--- src/rtl/pds_pkg.sv ---
package pds_pkg;

  // control word bit positions (a downstream island decodes these)
  localparam int B_RSTN   = 0;
  localparam int B_ISO    = 1;
  localparam int B_PON    = 2;
  localparam int B_PON2   = 3;
  localparam int B_CLKDIS = 4;
  localparam int SRAM_LO  = 8;

  localparam logic [15:0] UNLOCK_KEY = 16'h0B16;

  typedef enum logic [3:0] {
    ST_IDLE,
    ST_U_PON2,
    ST_U_WON,
    ST_U_ISO,
    ST_U_RST,
    ST_U_SRAM,
    ST_U_WACK,
    ST_U_WPROT,
    ST_D_WPROT,
    ST_D_WACK,
    ST_D_RST,
    ST_D_CLK,
    ST_D_PON,
    ST_D_PON2,
    ST_D_WOFF
  } seq_state_e;

endpackage

--- src/rtl/pds_unlock.sv ---
module pds_unlock
  import pds_pkg::*;
(
  input  logic        clk,
  input  logic        rst,
  input  logic        wr,
  input  logic [15:0] key_half,
  input  logic        en_bit,
  output logic        unlocked
);

  always_ff @(posedge clk) begin
    if (rst) begin
      unlocked <= 1'b0;
    end else if (wr && (key_half == UNLOCK_KEY) && en_bit) begin
      unlocked <= 1'b1;
    end
  end

  // once set, the unlock flag stays set until reset
  assert_unlock_sticky_R2: assert property (@(posedge clk) disable iff (rst)
    unlocked |=> unlocked);

endmodule

--- src/rtl/pds_cond.sv ---
module pds_cond #(
  parameter int SRAM_W = 4,
  parameter int PROT_W = 32
) (
  input  logic              stat_a,
  input  logic              stat_b,
  input  logic [SRAM_W-1:0] ack,
  input  logic [SRAM_W-1:0] ack_mask,
  input  logic [PROT_W-1:0] prot_sta,
  input  logic [PROT_W-1:0] prot_mask,
  output logic              dom_on,
  output logic              dom_off,
  output logic              ack_clear,
  output logic              ack_full,
  output logic              prot_set,
  output logic              prot_clr
);

  logic [SRAM_W-1:0] ack_sel;
  logic [PROT_W-1:0] prot_sel;

  always_comb begin
    ack_sel   = ack & ack_mask;
    prot_sel  = prot_sta & prot_mask;
    dom_on    = stat_a & stat_b;
    dom_off   = ~stat_a & ~stat_b;
    ack_clear = (ack_sel == '0);
    ack_full  = (ack_sel == ack_mask);
    prot_set  = (prot_sel == prot_mask);
    prot_clr  = (prot_sel == '0);
  end

endmodule

--- src/rtl/pds_wait_timer.sv ---
module pds_wait_timer #(
  parameter int TIMEOUT = 100
) (
  input  logic clk,
  input  logic rst,
  input  logic waiting,
  input  logic satisfied,
  output logic expired
);

  localparam int CW = $clog2(TIMEOUT + 1);
  localparam logic [CW-1:0] LAST = CW'(TIMEOUT - 1);

  logic [CW-1:0] cnt;

  assign expired = waiting && !satisfied && (cnt == LAST);

  always_ff @(posedge clk) begin
    if (rst) begin
      cnt <= '0;
    end else if (waiting && !satisfied && !expired) begin
      cnt <= cnt + 1'b1;
    end else begin
      cnt <= '0;
    end
  end

  // the count never runs past the timeout window
  assert_timer_bound_R9: assert property (@(posedge clk) disable iff (rst)
    cnt < CW'(TIMEOUT));

  // an expiry restarts the count for the next wait
  assert_timer_restart_R9: assert property (@(posedge clk) disable iff (rst)
    expired |=> (cnt == '0));

endmodule

--- src/rtl/pds_fsm.sv ---
module pds_fsm
  import pds_pkg::*;
#(
  parameter int SRAM_W = 4,
  parameter int PROT_W = 32,
  localparam int CTRL_W = SRAM_LO + SRAM_W
) (
  input  logic              clk,
  input  logic              rst,
  input  logic              unlocked,
  input  logic              req_valid,
  input  logic              req_on,
  input  logic [SRAM_W-1:0] sram_mask,
  input  logic [PROT_W-1:0] prot_mask,
  input  logic              dom_on,
  input  logic              dom_off,
  input  logic              ack_clear,
  input  logic              ack_full,
  input  logic              prot_set,
  input  logic              prot_clr,
  input  logic              expired,
  output logic              waiting,
  output logic              satisfied,
  output logic [CTRL_W-1:0] ctrl_q,
  output logic [PROT_W-1:0] prot_q,
  output logic              done_q,
  output logic              err_q
);

  seq_state_e        state;
  logic [CTRL_W-1:0] ctrl_rst_v;
  logic              has_prot;

  always_comb begin
    ctrl_rst_v                     = '0;
    ctrl_rst_v[B_ISO]              = 1'b1;
    ctrl_rst_v[B_CLKDIS]           = 1'b1;
    ctrl_rst_v[SRAM_LO +: SRAM_W]  = '1;
  end

  assign has_prot = |prot_mask;

  always_comb begin
    waiting   = 1'b0;
    satisfied = 1'b0;
    case (state)
      ST_U_WON:   begin waiting = 1'b1; satisfied = dom_on;    end
      ST_U_WACK:  begin waiting = 1'b1; satisfied = ack_clear; end
      ST_U_WPROT: begin waiting = 1'b1; satisfied = prot_clr;  end
      ST_D_WPROT: begin waiting = 1'b1; satisfied = prot_set;  end
      ST_D_WACK:  begin waiting = 1'b1; satisfied = ack_full;  end
      ST_D_WOFF:  begin waiting = 1'b1; satisfied = dom_off;   end
      default:    begin waiting = 1'b0; satisfied = 1'b0;      end
    endcase
  end

  always_ff @(posedge clk) begin
    if (rst) begin
      state  <= ST_IDLE;
      ctrl_q <= ctrl_rst_v;
      prot_q <= '0;
      done_q <= 1'b0;
      err_q  <= 1'b0;
    end else begin
      done_q <= 1'b0;
      err_q  <= 1'b0;
      if (waiting && !satisfied) begin
        if (expired) begin
          done_q <= 1'b1;
          err_q  <= 1'b1;
          state  <= ST_IDLE;
        end
      end else begin
        case (state)
          ST_IDLE: begin
            if (unlocked && req_valid) begin
              if (req_on) begin
                ctrl_q[B_PON] <= 1'b1;
                state         <= ST_U_PON2;
              end else if (has_prot) begin
                prot_q <= prot_q | prot_mask;
                state  <= ST_D_WPROT;
              end else begin
                ctrl_q[SRAM_LO +: SRAM_W] <= ctrl_q[SRAM_LO +: SRAM_W] | sram_mask;
                state                     <= ST_D_WACK;
              end
            end
          end
          ST_U_PON2: begin
            ctrl_q[B_PON2] <= 1'b1;
            state          <= ST_U_WON;
          end
          ST_U_WON: begin
            ctrl_q[B_CLKDIS] <= 1'b0;
            state            <= ST_U_ISO;
          end
          ST_U_ISO: begin
            ctrl_q[B_ISO] <= 1'b0;
            state         <= ST_U_RST;
          end
          ST_U_RST: begin
            ctrl_q[B_RSTN] <= 1'b1;
            state          <= ST_U_SRAM;
          end
          ST_U_SRAM: begin
            ctrl_q[SRAM_LO +: SRAM_W] <= ctrl_q[SRAM_LO +: SRAM_W] & ~sram_mask;
            state                     <= ST_U_WACK;
          end
          ST_U_WACK: begin
            if (has_prot) begin
              prot_q <= prot_q & ~prot_mask;
              state  <= ST_U_WPROT;
            end else begin
              done_q <= 1'b1;
              state  <= ST_IDLE;
            end
          end
          ST_U_WPROT: begin
            done_q <= 1'b1;
            state  <= ST_IDLE;
          end
          ST_D_WPROT: begin
            ctrl_q[SRAM_LO +: SRAM_W] <= ctrl_q[SRAM_LO +: SRAM_W] | sram_mask;
            state                     <= ST_D_WACK;
          end
          ST_D_WACK: begin
            ctrl_q[B_ISO] <= 1'b1;
            state         <= ST_D_RST;
          end
          ST_D_RST: begin
            ctrl_q[B_RSTN] <= 1'b0;
            state          <= ST_D_CLK;
          end
          ST_D_CLK: begin
            ctrl_q[B_CLKDIS] <= 1'b1;
            state            <= ST_D_PON;
          end
          ST_D_PON: begin
            ctrl_q[B_PON] <= 1'b0;
            state         <= ST_D_PON2;
          end
          ST_D_PON2: begin
            ctrl_q[B_PON2] <= 1'b0;
            state          <= ST_D_WOFF;
          end
          ST_D_WOFF: begin
            done_q <= 1'b1;
            state  <= ST_IDLE;
          end
          default: state <= ST_IDLE;
        endcase
      end
    end
  end

  // a locked block never leaves idle
  assert_locked_idle_R2: assert property (@(posedge clk) disable iff (rst)
    (state == ST_IDLE && !unlocked) |=> (state == ST_IDLE));

  // the low control bits move one at a time
  assert_one_step_R3: assert property (@(posedge clk) disable iff (rst)
    $countones(ctrl_q[B_CLKDIS:B_RSTN] ^ $past(ctrl_q[B_CLKDIS:B_RSTN])) <= 1);

  // reset is released only into a powered, clocked, unclamped domain
  assert_rst_release_R3: assert property (@(posedge clk) disable iff (rst)
    $rose(ctrl_q[B_RSTN]) |-> (ctrl_q[B_PON] && ctrl_q[B_PON2] &&
                               !ctrl_q[B_CLKDIS] && !ctrl_q[B_ISO]));

  // power is removed only after isolation, reset and clock gating
  assert_pwr_drop_R4: assert property (@(posedge clk) disable iff (rst)
    $fell(ctrl_q[B_PON]) |-> (ctrl_q[B_ISO] && !ctrl_q[B_RSTN] && ctrl_q[B_CLKDIS]));

  // a zero protection mask leaves the enables untouched
  assert_prot_skip_R8: assert property (@(posedge clk) disable iff (rst)
    (prot_mask == '0) |=> $stable(prot_q));

  // err is only ever reported together with done
  assert_err_with_done_R9: assert property (@(posedge clk) disable iff (rst)
    err_q |-> done_q);

  // done lasts a single cycle
  assert_done_pulse_R10: assert property (@(posedge clk) disable iff (rst)
    done_q |=> !done_q);

endmodule

--- src/rtl/pwr_domain_seq.sv ---
module pwr_domain_seq
  import pds_pkg::*;
#(
  parameter int SRAM_W  = 4,
  parameter int PROT_W  = 32,
  parameter int TIMEOUT = 100,
  localparam int CTRL_W = SRAM_LO + SRAM_W
) (
  input  logic              clk,
  input  logic              rst,
  input  logic              unlock_wr,
  input  logic [31:0]       unlock_data,
  input  logic              req_valid,
  input  logic              req_on,
  input  logic [SRAM_W-1:0] cfg_sram_mask,
  input  logic [SRAM_W-1:0] cfg_ack_mask,
  input  logic [PROT_W-1:0] cfg_prot_mask,
  input  logic              pwr_stat_a,
  input  logic              pwr_stat_b,
  input  logic [SRAM_W-1:0] sram_ack,
  input  logic [PROT_W-1:0] prot_sta,
  output logic [CTRL_W-1:0] ctrl_word,
  output logic [PROT_W-1:0] prot_en,
  output logic              done,
  output logic              err
);

  logic unlocked;
  logic dom_on, dom_off, ack_clear, ack_full, prot_set, prot_clr;
  logic waiting, satisfied, expired;
  logic unused_mid_bits;

  assign unused_mid_bits = ^unlock_data[15:1];

  pds_unlock u_unlock (
    .clk      (clk),
    .rst      (rst),
    .wr       (unlock_wr),
    .key_half (unlock_data[31:16]),
    .en_bit   (unlock_data[0]),
    .unlocked (unlocked)
  );

  pds_cond #(
    .SRAM_W (SRAM_W),
    .PROT_W (PROT_W)
  ) u_cond (
    .stat_a    (pwr_stat_a),
    .stat_b    (pwr_stat_b),
    .ack       (sram_ack),
    .ack_mask  (cfg_ack_mask),
    .prot_sta  (prot_sta),
    .prot_mask (cfg_prot_mask),
    .dom_on    (dom_on),
    .dom_off   (dom_off),
    .ack_clear (ack_clear),
    .ack_full  (ack_full),
    .prot_set  (prot_set),
    .prot_clr  (prot_clr)
  );

  pds_wait_timer #(
    .TIMEOUT (TIMEOUT)
  ) u_timer (
    .clk       (clk),
    .rst       (rst),
    .waiting   (waiting),
    .satisfied (satisfied),
    .expired   (expired)
  );

  pds_fsm #(
    .SRAM_W (SRAM_W),
    .PROT_W (PROT_W)
  ) u_fsm (
    .clk       (clk),
    .rst       (rst),
    .unlocked  (unlocked),
    .req_valid (req_valid),
    .req_on    (req_on),
    .sram_mask (cfg_sram_mask),
    .prot_mask (cfg_prot_mask),
    .dom_on    (dom_on),
    .dom_off   (dom_off),
    .ack_clear (ack_clear),
    .ack_full  (ack_full),
    .prot_set  (prot_set),
    .prot_clr  (prot_clr),
    .expired   (expired),
    .waiting   (waiting),
    .satisfied (satisfied),
    .ctrl_q    (ctrl_word),
    .prot_q    (prot_en),
    .done_q    (done),
    .err_q     (err)
  );

endmodule

--- config.mk ---
export PLATFORM = sky130hd
export DESIGN_NAME = pwr_domain_seq
export DESIGN_NICKNAME = d
export VERILOG_FILES = /design/src/rtl/pds_pkg.sv /design/src/rtl/pds_unlock.sv /design/src/rtl/pds_cond.sv /design/src/rtl/pds_wait_timer.sv /design/src/rtl/pds_fsm.sv /design/src/rtl/pwr_domain_seq.sv
export SDC_FILE = /design/constraint.sdc
export NUM_CORES = 1
export LEC_CHECK = 0
export BUFFER_PORTS_ARGS = -buffer_cell sky130_fd_sc_hd__clkbuf_2
export CAP_MARGIN = 20
export CORE_ASPECT_RATIO = 0.75
export CORE_MARGIN = 2
export CORE_UTILIZATION = 40
export DETAILED_ROUTE_END_ITERATION = 6
export PLACE_DENSITY_LB_ADDON = 0.12
export SLEW_MARGIN = 40
export SYNTH_ARGS = -nofsm -noshare
export SYNTH_HDL_FRONTEND = slang
export SYNTH_SLANG_ARGS = --single-unit
--- constraint.sdc ---
create_clock -name clk -period 1.8 [get_ports clk]
set_input_delay 0.18 -clock clk [delete_from_list [all_inputs] [get_ports clk]]
set_output_delay 0.18 -clock clk [all_outputs]
set_load 0.05 [all_outputs]
==> reports/metrics.csv, run 1 <==
metric,value,unit
CP arrival,2320,ps
cells along the critical path,"and2b_2, o2111ai_2, o31ai_4, a21oi_2, a31oi_4, buf_12, buf_12, buf_16, buf_4, a311oi_1",
hold path cells,3,
share of flip-flops with an asynchronous set or reset,0,
Initial Utilization,0.406,
RSZ-0062 raised after global routing,true,
Yosys reg bits,55,
first-pass GRT wire length,16.6,mm
r2r setup slk,-290,ps
worst min path class,primary input to flip-flop,
Critical Path Sink Type,flip-flop,
DP Area,4170,µm²
row cnt,27,
vias per inst,5.61,
Die Ht,78.2,µm
Main synth FF type,dfxtp_1,
crit start category,flip-flop,
critical path type,flip-flop to flip-flop,
dpl hpwl,8.07,mm
Synth Instances,348,
core area,7230,µm²
share of the synthesized area in the top cell type,0.375,
Total Nets Final,670,
fin area,4600,µm²
Tmin final,2090,ps
mapped cell area,2940,µm²
"Reg clk slew, reported paths",110,ps
outcome,finished with violations,
DRT Pass-1 Iters,6,
CTS tree,yes,
Setup-failing EPs final,48,
sequential-to-total area share from yosys stat,0.375,
maximum vdd drop,354,µV
YS warnings,0,
CTS buffer count,5,
synth unique cells,48,
clk sink count,55,
fin crit share,1.16,
worst-path cell with the longest stage delay,dfxtp_4,
critical-path maximum fanout,8,
Root Driver,clkbuf_8,
1st-iter DRT viols,285,
DRC viols,0,
largest net degree at the start of global routing,24,
violated checks,negative setup slack,
crit path from,u_fsm.state[2]$_SDFFE_PP0P_,
most frequent CP cell,buf_12,
hold violation count in the final report,0,
CTS HTree Levels,2,
initial antenna violation count,0,
DIE AREA,8050,µm²
Power Dens Cells,660,nW/µm²
GP Congestion,0.936,
final worst slack,-292,ps
overall fraction of global-route tracks in use,0.264,
"EDFF count, synth",0,
worst skew pair latency,320,ps
Final Max Tran Viols,0,
total grt overflow,0,
n_diodes,0,
post-route ant nets,0,
Top Ports,161,
Worst Path Required,2030,ps
P_leak,2.07,nW
most frequent cell after synthesis,dfxtp_1,
CTS Buffer Depth,2,
worst hold slack,115,ps
synth top area cells,"dfxtp_1 37%, a311oi_1 9.8%, a21oi_1 7.0%",
Routed WL per cell,17.0,µm
Via Count,3683,
Placed Instances,632,
share of cells above drive strength 1,0.458,
Yosys top cell by area,dfxtp_1,
Critical R2R Launch,u_fsm.state[2]$_SDFFE_PP0P_,
worst reg-to-reg path cell count,10,
number of port buffers,142,
Syn Area/Cell,8.44,µm²
Layout area overhead,56.6,%
Max-Cap Viols,0,
die width,103,µm
CP peak stage delay,370,ps
Final Routed Wirelength,11.1,mm
Tot Pwr,0.00304,W
maximum clock frequency,478,MHz
final cell count without fillers,656,
vias in the first global route,3332,
Post-synth top cells,"55 x dfxtp_1, 41 x a21oi_1, 33 x a311oi_1",
setup TNS,-9510,ps
Setup Skew,13.2,ps
final cells by class:
class,count,area [µm²]
repair buffers,221,1460
flip-flops and latches,55,1110
well taps,101,126
fillers,640,2630
clock inverters,3,27.5
inverters,28,105
multi-input cells,243,1700
clock buffers,5,68.8
logic make-up (layout without fill, tap and decap cells):
family                   count (synthesis)  count (layout)  synth area share
flip-flops                              55              55             0.375
XOR/XNOR                                 5               5            0.0149
AND/OR/NAND/NOR                         96              97             0.187
adder cells (fa/ha/maj)                  1               1           0.00426
multiplexers                             6               6            0.0204
AO/OA/AOI/OAI                          131             131             0.316
buffers and inverters                   53             257            0.0818
other                                    1               3           0.00128
power by group:
group          total [W]  internal [W]  switching [W]
Sequential       0.00131       0.00126      0.0000484
Clock           0.000731      0.000287       0.000445
Combinational   0.000995      0.000445       0.000550
critical path: cells and delay by family, from the launching register on:
| family | cells | cell delay (ps) |
|---|---|---|
| AO/OA/AOI/OAI | 5 | 840 |
| buffers and inverters | 4 | 550 |
| flip-flops | 1 | 370 |
| AND/OR/NAND/NOR | 1 | 260 |
routing by layer:
layer / routed length (µm) / part of all wire / GRT usage
met1: 5130 / 0.46 / 0.385
met2: 4830 / 0.43 / 0.397
met3: 1010 / 0.091 / 0.0668
met4: 176 / 0.016 / 0.0487
met5: 0 / 0 / 0
per-stage QoR:
step	setup slack (ps)	utilization
after floorplan	-118	-
after global placement	-208	0.577
after detailed placement	-274	0.577
after CTS	-248	0.616
after global routing	-367	0.637
final	-292	0.637
cell usage in the layout, fill, tap and decap left out, drive strengths merged, types with 9 or more instances in the layout:
| cell type | Yosys | final |
|---|---|---|
| nand4 | 9 | 9 |
| nand2b | 12 | 12 |
| nand3 | 13 | 13 |
| nor4 | 12 | 12 |
| clkbuf | 13 | 149 |
| a311oi | 33 | 33 |
| dfxtp | 55 | 55 |
| nand2 | 9 | 9 |
| a21oi | 42 | 42 |
| inv | 28 | 29 |
| a22oi | 12 | 12 |
| o22ai | 9 | 9 |
| nor2 | 19 | 19 |
| buf | 12 | 77 |
worst min-delay path by stage:
stage / from / endpoint / slack (ps)
after floorplan: cfg_prot_mask[3] / flip-flop / 290
after global placement: u_timer.cnt[0]$_SDFF_PP0_ / u_timer.cnt[0]$_SDFF_PP0_ / 430
after detailed placement: rst / u_fsm.ctrl_q[3]$_SDFFE_PP0P_ / 450
after CTS: cfg_sram_mask[2] / flip-flop / 110
after global routing: cfg_sram_mask[3] / flip-flop / 120
final: cfg_sram_mask[2] / flip-flop / 110
what timing repair did:
action | CTS | global route
gates cloned | 3 | 2
setup endpoints to repair | 49 | 49
resized for setup | 15 | 13
setup buffers | 7 | 4
hold buffers | 0 | 0
pin swaps | 9 | 7
No activity file was read; power rests on OpenSTA's default activity.
==> run 2, diff against run 1 <==
Settings changed: RECOVER_POWER from default to 25.
==> reports/metrics.csv, run 2 (synthesized netlist as in run 1, its figures left out) <==
metric,value,unit,change
dpl hpwl,8.07,mm,unchanged
Final Max Tran Viols,0,,unchanged
Via Count,3645,,was 3683
Reg power frac,0.432,,about the same
CP peak stage delay,370,ps,about the same
Setup Skew,12.9,ps,was 13.2 ps
total net switching power,0.00104,W,about the same
"commonest non-fill, non-tap cell in the layout",clkbuf_2,,unchanged
Least-Margin Pin Slew,613,ps,
first-pass GRT wire length,16.6,mm,unchanged
maximum vdd drop,354,µV,about the same
worst skew pair latency,320,ps,about the same
DRT Pass-1 Iters,6,,unchanged
Final Routed Wirelength,11.1,mm,about the same
outcome,finished with violations,,unchanged
DRC viols,0,,unchanged
Die Ht,78.2,µm,unchanged
CTS Buffer Depth,2,,unchanged
Setup-failing EPs final,48,,unchanged
CTS HTree Levels,2,,unchanged
fin crit share,1.16,,about the same
DIE AREA,8050,µm²,unchanged
"Reg clk slew, reported paths",110,ps,about the same
worst-path cell with the longest stage delay,dfxtp_4,,unchanged
CP arrival,2320,ps,about the same
Tmin final,2090,ps,about the same
violated checks,negative setup slack,,unchanged
Critical Path Sink Type,flip-flop,,unchanged
Clk pwr share,0.240,,was 0.241
total grt overflow,0,,unchanged
vias in the first global route,3332,,unchanged
power share of the combinational group,0.328,,was 0.327
vias per inst,5.56,,was 5.61
P_leak,2.03,nW,was 2.07 nW
1st-iter DRT viols,282,,was 285
sw frac,0.343,,about the same
Max-Cap Viols,0,,unchanged
core area,7230,µm²,unchanged
Power Internal,0.00199,W,about the same
Worst Path Required,2030,ps,about the same
number of port buffers,142,,unchanged
worst rel slew slack,0.593,,
critical path type,flip-flop to flip-flop,,unchanged
Layout area overhead,56.0,%,was 56.6%
Total Nets Final,670,,unchanged
Routed WL per cell,17.0,µm,about the same
critical-path maximum fanout,8,,unchanged
largest net degree at the start of global routing,24,,unchanged
crit start category,flip-flop,,unchanged
overall fraction of global-route tracks in use,0.264,,unchanged
setup TNS,-9530,ps,was -9510 ps
initial antenna violation count,0,,unchanged
maximum clock frequency,478,MHz,about the same
CP bufs+invs,4,,unchanged
CTS tree,yes,,unchanged
RSZ-0062 raised after global routing,true,,unchanged
final worst slack,-291,ps,was -292 ps
share of cells above drive strength 1,0.436,,was 0.458
Top Ports,161,,unchanged
Power Dens Cells,662,nW/µm²,was 660 nW/µm²
hold violation count in the final report,0,,unchanged
GP Congestion,0.936,,unchanged
"delay-heaviest family, CP",compound AO/OA/AOI/OAI gates,,unchanged
worst min path class,primary input to flip-flop,,unchanged
row cnt,27,,unchanged
cells along the critical path,"and2b_2, o2111ai_2, o31ai_4, a21oi_2, a31oi_4, buf_12, buf_12, buf_16, buf_4, a311oi_1",,unchanged
Initial Utilization,0.406,,unchanged
n_diodes,0,,unchanged
"commonest non-fill, non-tap cells in the layout","131 x clkbuf_2, 64 x buf_4, 51 x dfxtp_1",,"was 142 x clkbuf_2, 65 x buf_4, 51 x dfxtp_1"
fin util,0.634,,was 0.637
CTS buffer count,5,,unchanged
die width,103,µm,unchanged
post-route ant nets,0,,unchanged
most frequent CP cell,buf_12,,unchanged
Root Driver,clkbuf_8,,unchanged
clk sink count,55,,unchanged
[run 2: cell types whose count changed in the layout (fill, tap and decap cells not counted), sizes merged]
cell and change:
buf -1, clkbuf +1
[run 2: path summary, 6_finish.rpt]
check	slack (ps)	end	start	depth (start not counted)
setup / recovery	-290	flip-flop	u_fsm.state[2]$_SDFFE_PP0P_	10
hold / removal	120	flip-flop	cfg_sram_mask[2]	3
hold reg to reg	460	u_timer.cnt[0]$_SDFF_PP0_	u_timer.cnt[0]$_SDFF_PP0_	1
setup reg to reg	-290	flip-flop	u_fsm.state[2]$_SDFFE_PP0P_	10
[run 2: layer usage]
| layer | up-vias | share of wire | GRT usage |
|---|---|---|---|
| li1 | 1759 | - | - |
| met1 | 1680 | 0.47 | 0.385 |
| met2 | 188 | 0.44 | 0.397 |
| met3 | 18 | 0.084 | 0.0668 |
| met4 | 0 | 0.012 | 0.0487 |
| met5 | - | 0 | 0 |
[run 2: what timing repair did]
action                     4_1_cts  5_1_grt
pin swaps                        9        7
cloned                           3        2
resized for setup               15       13
setup buffers                    7        4
hold buffers                     0        0
setup endpoints to repair       49       49
[run 2: through the flow]
stage / setup slack (ps) / instances / instance area (µm²) / hold WS, ps / power [W]
floorplan: -118 / 350 / 3000 / 289 / 0.00180
global placement: -208 / 632 / 4170 / 426 / 0.00225
detailed placement: -274 / 632 / 4170 / 448 / 0.00226
CTS: -248 / 650 / 4450 / 112 / 0.00302
global route: -367 / 656 / 4580 / 124 / 0.00317
finish: -291 / 656 / 4580 / 115 / 0.00304
[run 2: tightest hold or removal path, cell delays in order]
cell      delay [ps]
clkbuf_2          80
nand3_1           70
mux2i_1           70
[run 2: cell type report]
class	instances	area [µm²]
Tap cell	101	126
Fill cell	648	2650
Timing Repair Buffer	221	1450
Clock buffer	5	68.8
Multi-Input combinational cell	243	1700
Clock inverter	3	27.5
Inverter	28	105
Sequential cell	55	1110
[run 2: power by group through the flow]
stage / clock network [W] / logic [W] / registers (W)
floorplan: 0 / 0.000405 / 0.00139
global route: 0.000783 / 0.00107 / 0.00132
finish: 0.000730 / 0.000994 / 0.00131
detailed placement: 0 / 0.000918 / 0.00134
CTS: 0.000745 / 0.000962 / 0.00131
global placement: 0 / 0.000915 / 0.00134
==> run 3, diff against run 2 <==
Settings changed: RECOVER_POWER 25 to 100.
==> reports/metrics.csv, run 3 (synthesized netlist as in run 1, its figures left out) <==
metric,value,unit,change
Max-Cap Viols,0,,unchanged
violated checks,negative setup slack,,unchanged
CTS buffer count,5,,unchanged
number of port buffers,142,,unchanged
DIE AREA,8050,µm²,unchanged
Via Count,3653,,was 3645
dpl hpwl,8.07,mm,unchanged
n_diodes,0,,unchanged
RSZ-0062 raised after global routing,true,,unchanged
worst skew pair latency,320,ps,about the same
vias per inst,5.57,,was 5.56
Tot Pwr,0.00301,W,was 0.00304 W
area of the multi-input gates,1700,µm²,unchanged
largest net degree at the start of global routing,24,,unchanged
Power Dens Cells,665,nW/µm²,was 662 nW/µm²
share of cells above drive strength 1,0.373,,was 0.436
fin crit share,1.16,,about the same
core area,7230,µm²,unchanged
CP arrival,2320,ps,about the same
worst rel slew slack,0.572,,was 0.593
maximum vdd drop,354,µV,about the same
maximum clock frequency,479,MHz,was 478 MHz
initial antenna violation count,0,,unchanged
die width,103,µm,unchanged
vias in the first global route,3332,,unchanged
Tmin final,2090,ps,about the same
"commonest non-fill, non-tap cell in the layout",clkbuf_2,,unchanged
register area,1110,µm²,about the same
P_leak,1.91,nW,was 2.03 nW
"Reg clk slew, reported paths",110,ps,about the same
fin area,4540,µm²,was 4580 µm²
DRT Pass-1 Iters,5,,was 6
critical path type,flip-flop to flip-flop,,unchanged
Setup-failing EPs final,48,,unchanged
clk sink count,55,,unchanged
Routed WL per cell,17.0,µm,about the same
worst hold slack,115,ps,about the same
fillers,670,,was 648
total grt overflow,0,,unchanged
Total Nets Final,670,,unchanged
Final Routed Wirelength,11.2,mm,was 11.1 mm
CTS Buffer Depth,2,,unchanged
crit start category,flip-flop,,unchanged
final cell count without fillers,656,,unchanged
CTS HTree Levels,2,,unchanged
Setup Skew,13.6,ps,was 12.9 ps
Initial Utilization,0.406,,unchanged
Die Ht,78.2,µm,unchanged
Layout area overhead,54.4,%,was 56.0%
Critical Path Sink Type,flip-flop,,unchanged
GP Congestion,0.936,,unchanged
DP Worst Slack,-274,ps,unchanged
overall fraction of global-route tracks in use,0.264,,unchanged
row cnt,27,,unchanged
CTS tree,yes,,unchanged
hold violation count in the final report,0,,unchanged
post-route ant nets,0,,unchanged
final worst slack,-288,ps,was -291 ps
1st-iter DRT viols,222,,was 282
worst min path class,primary input to flip-flop,,unchanged
Root Driver,clkbuf_8,,unchanged
"commonest non-fill, non-tap cells in the layout","99 x clkbuf_2, 62 x buf_4, 52 x dfxtp_1",,"was 131 x clkbuf_2, 64 x buf_4, 51 x dfxtp_1"
DRC viols,0,,unchanged
Least-Margin Pin Slew,645,ps,was 613 ps
critical-path maximum fanout,8,,unchanged
Placed Instances,632,,unchanged
Top Ports,161,,unchanged
Final Max Tran Viols,0,,unchanged
outcome,finished with violations,,unchanged
Worst Path Required,2030,ps,about the same
DP Area,4170,µm²,unchanged
first-pass GRT wire length,16.6,mm,unchanged
[run 3: cell count changes in the layout (fill, tap and decap cells not counted), sizes merged]
cell    delta
buf        -2
clkbuf     +2
[run 3: worst max-delay path, cell delays in order, from the launching register on]
cell	delay, ps
dfxtp_4	370
and2b_2	250
o2111ai_2	130
o31ai_4	100
a21oi_2	210
a31oi_4	120
buf_12	160
buf_12	130
buf_16	140
buf_4	130
a311oi_1	270
[run 3: path summary, 6_finish.rpt]
check             depth (start not counted)                         from  slack (ps)                         to
setup / recovery                         10  u_fsm.state[2]$_SDFFE_PP0P_        -290                  flip-flop
hold / removal                            3             cfg_sram_mask[2]         120                  flip-flop
setup reg to reg                         10  u_fsm.state[2]$_SDFFE_PP0P_        -290                  flip-flop
hold reg to reg                           1    u_timer.cnt[0]$_SDFF_PP0_         460  u_timer.cnt[0]$_SDFF_PP0_
[run 3: through the flow]
stage          TNS [ps]  utilization
6_report          -9370        0.627
5_1_grt          -13970        0.627
4_1_cts           -8330        0.616
3_5_place_dp      -9120        0.577
3_3_place_gp      -6970        0.577
2_1_floorplan     -3700            -
[run 3: layer usage]
metal / global-route usage / share of wire
met1: 0.385 / 0.46
met2: 0.397 / 0.43
met3: 0.0668 / 0.088
met4: 0.0487 / 0.014
met5: 0 / 0
[run 3: cell type report]
| type | count | share of cell area |
|---|---|---|
| sequential | 55 | 0.245 |
| tap | 101 | 0.0279 |
| timing repair buffer | 221 | 0.308 |
| inverter | 28 | 0.0232 |
| clock inverter | 3 | 0.00607 |
| multi-input combinational | 243 | 0.374 |
| clock buffer | 5 | 0.0152 |
[run 3: report_power, final]
part / switching, W / internal [W]
logic: 0.000549 / 0.000429
registers: 0.0000476 / 0.00126
clock network: 0.000440 / 0.000287
[run 3: what timing repair did]
action / in CTS / in global routing
resized for setup: 15 / 13
setup endpoints to repair: 49 / 49
pin swaps: 9 / 7
setup buffers: 7 / 4
cloned: 3 / 2
hold buffers: 0 / 0
